--- src/rtl/ctl_bank_pkg.sv ---
package ctl_bank_pkg;

    localparam int unsigned WORD_BYTES = 4;

    typedef enum logic [1:0] {
        OP_IDLE  = 2'd0,
        OP_READ  = 2'd1,
        OP_WRITE = 2'd2
    } bus_op_e;

    function automatic bus_op_e classify_op(input logic valid, input logic write);
        if (!valid) begin
            return OP_IDLE;
        end
        return write ? OP_WRITE : OP_READ;
    endfunction

endpackage

--- src/rtl/ctl_addr_decode.sv ---
module ctl_addr_decode #(
    parameter int unsigned        ADDR_W    = 20,
    parameter int unsigned        NUM_REGS  = 8,
    parameter logic [ADDR_W-1:0]  BASE_ADDR = 20'h14800,
    localparam int unsigned       IDX_W     = (NUM_REGS > 1) ? $clog2(NUM_REGS) : 1
) (
    input  logic [ADDR_W-1:0]   addr,
    output logic [NUM_REGS-1:0] sel,
    output logic                hit,
    output logic [IDX_W-1:0]    idx
);
    import ctl_bank_pkg::*;

    for (genvar g = 0; g < NUM_REGS; g++) begin : g_cmp
        localparam logic [ADDR_W-1:0] REG_ADDR = BASE_ADDR + ADDR_W'(WORD_BYTES * g);
        assign sel[g] = (addr == REG_ADDR);
    end

    always_comb begin
        hit = |sel;
        idx = '0;
        for (int i = 0; i < NUM_REGS; i++) begin
            if (sel[i]) begin
                idx = IDX_W'(i);
            end
        end
    end

endmodule

--- src/rtl/ctl_reg_slice.sv ---
module ctl_reg_slice #(
    parameter int unsigned DATA_W = 32,
    parameter bit          MASKED = 1'b0,
    localparam int unsigned HALF  = DATA_W / 2
) (
    input  logic [DATA_W-1:0] cur,
    input  logic              wr_en,
    input  logic [DATA_W-1:0] wdata,
    output logic [DATA_W-1:0] nxt
);
    if (MASKED) begin : g_masked
        logic [HALF-1:0] bit_en;
        logic [HALF-1:0] merged;
        logic            unused_cur_hi;

        assign unused_cur_hi = ^cur[DATA_W-1:HALF];
        assign bit_en        = wdata[DATA_W-1:HALF];

        always_comb begin
            merged = (cur[HALF-1:0] & ~bit_en) | (wdata[HALF-1:0] & bit_en);
            nxt    = wr_en ? {{(DATA_W-HALF){1'b0}}, merged}
                           : {{(DATA_W-HALF){1'b0}}, cur[HALF-1:0]};
        end
    end else begin : g_plain
        always_comb begin
            nxt = wr_en ? wdata : cur;
        end
    end

endmodule

--- src/rtl/ctl_read_mux.sv ---
module ctl_read_mux #(
    parameter int unsigned          DATA_W   = 32,
    parameter int unsigned          NUM_REGS = 8,
    parameter logic [NUM_REGS-1:0]  MASK_MAP = 8'hA6,
    localparam int unsigned         IDX_W    = (NUM_REGS > 1) ? $clog2(NUM_REGS) : 1,
    localparam int unsigned         HALF     = DATA_W / 2
) (
    input  logic [NUM_REGS-1:0][DATA_W-1:0] regs,
    input  logic                            hit,
    input  logic [IDX_W-1:0]                idx,
    output logic [DATA_W-1:0]               rdata
);
    logic [DATA_W-1:0] picked;

    always_comb begin
        picked = '0;
        for (int i = 0; i < NUM_REGS; i++) begin
            if (idx == IDX_W'(i)) begin
                picked = regs[i];
                if (MASK_MAP[i]) begin
                    picked[DATA_W-1:HALF] = '0;
                end
            end
        end
        rdata = hit ? picked : '0;
    end

endmodule

--- src/rtl/ctl_reg_bank.sv ---
module ctl_reg_bank #(
    parameter int unsigned                         ADDR_W    = 20,
    parameter int unsigned                         DATA_W    = 32,
    parameter int unsigned                         NUM_REGS  = 8,
    parameter logic [ADDR_W-1:0]                   BASE_ADDR = 20'h14800,
    parameter logic [NUM_REGS-1:0]                 MASK_MAP  = 8'hA6,
    parameter logic [NUM_REGS-1:0][DATA_W-1:0]     RST_VALS  = {
        32'h0000_0000, 32'h1234_5678, 32'hCAFE_0F0F, 32'h0000_8001,
        32'hDEAD_BEEF, 32'hFFFF_00FF, 32'hA5A5_0001, 32'h0000_0000
    }
) (
    input  logic              clk,
    input  logic              rst,
    input  logic              req_valid,
    input  logic              req_write,
    input  logic [ADDR_W-1:0] req_addr,
    input  logic [DATA_W-1:0] req_wdata,
    output logic              rsp_valid,
    output logic [DATA_W-1:0] rsp_rdata
);
    import ctl_bank_pkg::*;

    localparam int unsigned IDX_W = (NUM_REGS > 1) ? $clog2(NUM_REGS) : 1;
    localparam int unsigned HALF  = DATA_W / 2;

    typedef logic [NUM_REGS-1:0][DATA_W-1:0] bank_t;

    typedef struct packed {
        bank_t             regs;
        logic              rsp_valid;
        logic [DATA_W-1:0] rsp_rdata;
    } bank_state_t;

    function automatic bank_t effective_reset();
        bank_t v;
        for (int i = 0; i < NUM_REGS; i++) begin
            v[i] = RST_VALS[i];
            if (MASK_MAP[i]) begin
                v[i][DATA_W-1:HALF] = '0;
            end
        end
        return v;
    endfunction

    localparam bank_t RST_EFF = effective_reset();

    bank_state_t       state_d, state_q;
    bus_op_e           op;
    logic [NUM_REGS-1:0] sel;
    logic              hit;
    logic [IDX_W-1:0]  idx;
    logic [DATA_W-1:0] mux_rdata;
    bank_t             slice_nxt;
    bank_t             regs_view;

    assign op = classify_op(req_valid, req_write);

    ctl_addr_decode #(
        .ADDR_W   (ADDR_W),
        .NUM_REGS (NUM_REGS),
        .BASE_ADDR(BASE_ADDR)
    ) i_decode (
        .addr(req_addr),
        .sel (sel),
        .hit (hit),
        .idx (idx)
    );

    for (genvar g = 0; g < NUM_REGS; g++) begin : g_slice
        ctl_reg_slice #(
            .DATA_W(DATA_W),
            .MASKED(MASK_MAP[g])
        ) i_slice (
            .cur  (state_q.regs[g]),
            .wr_en((op == OP_WRITE) && sel[g]),
            .wdata(req_wdata),
            .nxt  (slice_nxt[g])
        );
    end

    ctl_read_mux #(
        .DATA_W  (DATA_W),
        .NUM_REGS(NUM_REGS),
        .MASK_MAP(MASK_MAP)
    ) i_rmux (
        .regs (state_q.regs),
        .hit  (hit),
        .idx  (idx),
        .rdata(mux_rdata)
    );

    always_comb begin
        state_d           = state_q;
        state_d.regs      = slice_nxt;
        state_d.rsp_valid = (op == OP_READ);
        if (op == OP_READ) begin
            state_d.rsp_rdata = mux_rdata;
        end
    end

    always_ff @(posedge clk) begin
        if (rst) begin
            state_q.regs      <= RST_EFF;
            state_q.rsp_valid <= 1'b0;
            state_q.rsp_rdata <= '0;
        end else begin
            state_q <= state_d;
        end
    end

    assign regs_view = state_q.regs;
    assign rsp_valid = state_q.rsp_valid;
    assign rsp_rdata = state_q.rsp_rdata;

endmodule

--- config.mk ---
export PLATFORM = sky130hd
export DESIGN_NAME = ctl_reg_bank
export DESIGN_NICKNAME = d
export VERILOG_FILES = /design/src/rtl/ctl_bank_pkg.sv /design/src/rtl/ctl_addr_decode.sv /design/src/rtl/ctl_reg_slice.sv /design/src/rtl/ctl_read_mux.sv /design/src/rtl/ctl_reg_bank.sv
export SDC_FILE = /design/constraint.sdc
export NUM_CORES = 1
export LEC_CHECK = 0
export BUFFER_PORTS_ARGS = -buffer_cell sky130_fd_sc_hd__buf_2
export CAP_MARGIN = 20
export CORE_ASPECT_RATIO = 0.5
export CORE_MARGIN = 1
export CORE_UTILIZATION = 60
export CTS_CLUSTER_DIAMETER = 150
export CTS_CLUSTER_SIZE = 16
export DETAILED_ROUTE_END_ITERATION = 10
export PLACE_DENSITY_LB_ADDON = 0.15
export RECOVER_POWER = 50
export SLEW_MARGIN = 40
export SYNTH_ARGS = -nofsm -noshare
export SYNTH_HDL_FRONTEND = slang
export SYNTH_SLANG_ARGS = --single-unit
--- constraint.sdc ---
create_clock -name clk -period 3.2 [get_ports clk]
set_clock_uncertainty 0.1 [all_clocks]
set_input_delay 0.48 -clock clk [delete_from_list [all_inputs] [get_ports clk]]
set_output_delay 0.48 -clock clk [all_outputs]
set_load 0.01 [all_outputs]
-- Yosys cells after proc, flatten, opt, wreduce, memory -nomap -nowiden
Cells that the tools add are included.
- equality and inequality tests: 17
- mux-type cells: 18
- bitwise gates (word level): 10
- reductions and logical operators: 10
- operators with widths (kind ; number):
    $mux 32 ; 9
    $eq 20x17->1 const B ; 8
    $and 16x16->16 ; 5
    $or 16x16->16 ; 4
    $not 16->16 ; 1
    $eq 3x3->1 const B ; 4
    $mux 3 ; 4
    $logic_and 1x1->1 ; 8
    $mux 2 ; 4
    $reduce_or 8->1 ; 1
    $eq 3x2->1 const B ; 2
    $eq 3x1->1 const B ; 1
    $logic_not 3->1 ; 1
    $eq 2x1->1 const B ; 1
    $eq 2x2->1 const B ; 1
    $mux 1 ; 1
- flip-flop bits (word level): 225
- input bits: 56
- output and inout bits: 33

-- Logic depth before layout (Yosys ltp)
- depth in word-level cells: 18
- mapped depth: 9
- mapped depth without buffers: 6

-- Hierarchy
A second synthesis with hierarchy kept.
- cells, all modules: 1338
- area total of the unflattened synthesis: 14620.3 um^2
- modules (own cells, without submodules) (module ; sequential area each (um^2) ; instances ; area an instance (um^2) ; cells each):
    ctl_reg_bank ; 5785.5 ; 1 ; 8435.6 ; 697
    ctl_reg_slice (g_slice[0].i_slice ...) ; 0.0 ; 4 ; 544.3 ; 36
    ctl_read_mux ; 0.0 ; 1 ; 2107.0 ; 265
    ctl_reg_slice (g_slice[1].i_slice ...) ; 0.0 ; 4 ; 424.2 ; 51
    ctl_addr_decode ; 0.0 ; 1 ; 203.9 ; 28

-- Least setup slack after synthesis
Ideal clock, no wire load.
- path type: input -> register
- start: input port req_addr[18]
- end: register rsp_rdata[28] (netlist name)
- data required time: 2.973 ns
- data arrival time: 2.132 ns
- slack: 0.840 ns
- stages on the path: 8
- cells stage by stage: nor4_4 -> nand2_2 -> or3_1 -> clkbuf_1 -> buf_2 -> o21ai_0 -> a21oi_1 -> o21bai_1
- word-level cells in the longest chain between the ends: 18
- elaborated cells between the ends (all ways): 33
- classes of those cells: eq/ne: 15; mux: 16; reduce/logical: 2
- ends and longest elaborated chain (what ; RTL line ; text):
    start: declaration ; ctl_reg_bank.sv:16 ; input logic [ADDR_W-1:0] req_addr,
    $eq 20x17->1 ; ctl_addr_decode.sv:16 ; assign sel[g] = (addr == REG_ADDR);
    $mux 1 ; ctl_addr_decode.sv:23 ; if (sel[i]) begin
    $mux 2 (2 in series) ; ctl_addr_decode.sv:23 ;
    $mux 3 (4 in series) ; ctl_addr_decode.sv:23 ;
    $logic_not 3->1 ; ctl_read_mux.sv:18 ; if (idx == IDX_W'(i)) begin
    $mux 32 (8 in series) ; ctl_read_mux.sv:18 ;
    $mux 32 * ; ctl_read_mux.sv:25 ; rdata = hit ? picked : '0;
Mark *: on every way between the ends. The rest lies on a longest branch, timed or not.
A chain may end at the register's enable or synchronous reset.

-- Final worst setup path
- start: input port req_addr[10]
- end: register regs_view[192] (netlist name)
- word-level cells in the longest chain between the ends: 2
- ends and longest elaborated chain (what ; RTL line ; text):
    $eq 20x17->1 ; ctl_addr_decode.sv:16 ;
    $logic_and 1x1->1 ; ctl_reg_bank.sv:75 ; .wr_en((op == OP_WRITE) && sel[g]),
Every way passes these cells.

==> impl_metrics.csv <==
group,metric,value,unit
final_layout,antenna_cells,0,
die,rows,33,
die,die_h,94.15,um
die,initial_utilization,61.85,%
logic_synthesis,syn-num-nets,1349,
critical_path,critPathBufInv,2,
final_layout,post_route_cells_drive_above_1_share,10.74,%
logic_synthesis,synth_area_leaders,"dfxtp_1 (44%), nand2_1 (13%), a21oi_1 (7.2%)",
timing,post-route-period-util,81.69,%
cts,cts.sinks,225,
critical_path,cp_top_family,"simple AND/OR/NAND/NOR gates",
die,core,16470,um^2
global_route,grt_pass1_wl,48930,um
detailed_routing,routed-wl-met3,3721,um
logic_synthesis,synthCells,1293,
global_route,grt_overflow_total,0,
timing,worst-slew-pin-transition,1.057,ns
logic_synthesis,yosysWarnings,0,
detailed_routing,antenna_left,0,
flow_run,cap_violations,0,
placed_design,port_buffers,88,
logic_synthesis,netlist.area_leader.share,44.20,%
detailed_routing,drtIter0Drc,1127,
critical_path,cp_max_fo,16,
cts,root_buffer,"clkbuf_16",
critical_path,slowest_delay,0.61,ns
timing,fin_worst_hold_slack,0.1969,ns
detailed_routing,first_pass_iters,5,
critical_path,rr_worst_depth,6,
global_route,track_usage,35.53,%
detailed_routing,drt-vias-per-instance,6.307,
critical_path,required,3.44,ns
detailed_routing,routed_wirelength,31490,um
timing,finalMaxSlewViolations,0,
logic_synthesis,seq_area_frac_synth,44.20,%
final_layout,final_cell_mix,"nand2_1 (348), dfxtp_1 (225), a21oi_1 (147)",
timing,period_needed,2.614,ns
cts,clockBufferDepth,3,
logic_synthesis,yosysTopAreaCell,"dfxtp_1",
logic_synthesis,avgSynthCellArea,7.881,um^2
detailed_routing,drt-met1-wl,13370,um
cts,cts.clk_slew.worst_paths,0.07,ns
timing,rsz0062_at_grt,"no",
critical_path,cp-startpoint,"req_addr[10]",
critical_path,endpoint,"regs_view[192]$_SDFFE_PP0P_",
global_route,antenna_found_initial,0,
detailed_routing,wl_per_cell,20.20,um
timing,setup_viol,0,
global_route,first_global_vias,8974,
critical_path,cp.depth,7,
global_route,grt_max_degree,158,
final_layout,layout_commonest_cell,"nand2_1",
die,ioPinCount,89,
final_layout,area_delta_synth_final,10.27,%
hold_path,min_path_type,"in -> reg",
critical_path,end_kind,"register",
cts,cts_tree,"built",
placed_design,place_area,10890,um^2
power_and_ir_drop,ir_drop,0.3807,mV
hold_path,holdPathStages,3,
die,die_w,186.3,um
critical_path,arrival,2.86,ns
cts,postCtsSetupBuffers,0,
critical_path,cp_cell_sequence,"buf_2 > nor4_1 > nand3_1 > or4_1 > clkbuf_1 > nand2_1 > a21oi_1",
logic_synthesis,synthArstFlopShare,0,%
placed_design,dp_hpwl,20150,um
detailed_routing,dr_wl_met2,13750,um
placed_design,gp_congestion,0.9583,
power_and_ir_drop,total_power,5.129,mW
final_layout,finalInstanceArea,11240,um^2
logic_synthesis,syn_area,10190,um^2
die,die-area,17540,um^2
final_layout,nets,1387,
timing,relSlewSlack,29.56,%
logic_synthesis,ys_ff_latch,225,
status,outcome,"complete, no violations",
critical_path,critical_path_class,"in -> reg",
cts,htree_levels,1,
cts,holdBufCountCts,0,
timing,fmax,382.6,MHz
critical_path,start_kind,"primary input",
timing,setup-tns-final,0,ns
detailed_routing,dr_total_vias,9832,
logic_synthesis,synth_flop_cell,"dfxtp_1",
timing,hold_viol_final,0,
critical_path,ff2ff_setup_slack,1.65,ns
logic_synthesis,synth_edf_count,0,
power_and_ir_drop,power.leakage,3.985,nW
logic_synthesis,synth.distinct_cells,61,
detailed_routing,highest_layer,"met4",
final_layout,final_util,68.20,%
power_and_ir_drop,power_density,456.4,nW/um^2
critical_path,reg2reg_to,"rsp_rdata[7]$_SDFFE_PP0P_",
cts,cts_resized,0,
detailed_routing,drcViolationCount,0,
cts,numCtsBuffers,18,
cts,clk_latency,0.50,ns
critical_path,critPathSlowestCell,"or4_1",
cells in the mapped netlist, drive strengths merged (2+ instances only):
library cell and number:
buf 28, and2 15, o21bai 16, nand2b 2
a221oi 6, a31oi 4, nand3 56, a311oi 2
nand3b 40, a21oi 147, nor4 11, mux2 2
dfxtp 225, nand2 350, o31ai 4, a22oi 32
or4 2, a211oi 2, nor2 51, clkbuf 98
nor3 28, nand4 6, a22o 10, o21ai 33
inv 2, o22ai 21, a21o 3, mux2i 18
a311o 17, o2bb2ai 3, a2bb2oi 10, a21boi 20
nor2b 2, and3 2, or2 2, a221o 10
worst min-delay path by stage:
stage | from | to | slack, ns
2_1_floorplan | regs_view[144]$_SDFFE_PP0P_ | regs_view[144]$_SDFFE_PP0P_ | 0.33
3_3_place_gp | regs_view[155]$_SDFFE_PP0P_ | regs_view[155]$_SDFFE_PP0P_ | 0.33
3_5_place_dp | regs_view[145]$_SDFFE_PP0P_ | regs_view[145]$_SDFFE_PP0P_ | 0.34
4_1_cts | req_wdata[4] | regs_view[4]$_SDFFE_PP0P_ | 0.19
5_1_grt | req_wdata[8] | regs_view[200]$_SDFFE_PP0P_ | 0.21
6_report | req_wdata[8] | regs_view[200]$_SDFFE_PP0P_ | 0.20
layout make-up:
| cell class | instances | area (um^2) |
|---|---|---|
| clock buffer | 20 | 479.2 |
| clock inverter | 1 | 16.27 |
| fill | 1366 | 5239 |
| inverter | 2 | 7.507 |
| multi-input combinational | 940 | 5102 |
| sequential | 225 | 4504 |
| tap | 227 | 284.0 |
| timing repair buffer | 144 | 842.1 |
metal layers:
layer	vias up	GRT usage, %
li1	4575	-
met1	4640	48.55
met2	552	55.66
met3	65	8.738
met4	0	10.19
met5	-	0
metrics by stage:
stage               setup WS [ns]  instances
floorplan                  0.8403       1293
global placement           0.4616       1538
detailed placement         0.3503       1538
CTS                        0.8590       1559
global route               0.3928       1559
finish                     0.5860       1559
tightest hold or removal path, cell delays in order:
cell	delay, ns
buf_2	0.15
nand2_1	0.07
a21oi_1	0.05
power breakdown:
group / internal, mW / switching [mW] / leakage [nW]
clock: 1.07 / 1.00 / 0.243
sequential: 2.80 / 0.0000989 / 1.81
combinational: 0.0632 / 0.195 / 1.93
cells by family after synthesis:
logic type | share of synthesized area [%]
buf+inv | 5.280
simple gates | 26.63
mux | 1.989
compound gates | 21.89
flops | 44.20
Power figures use the tool's default switching activity.
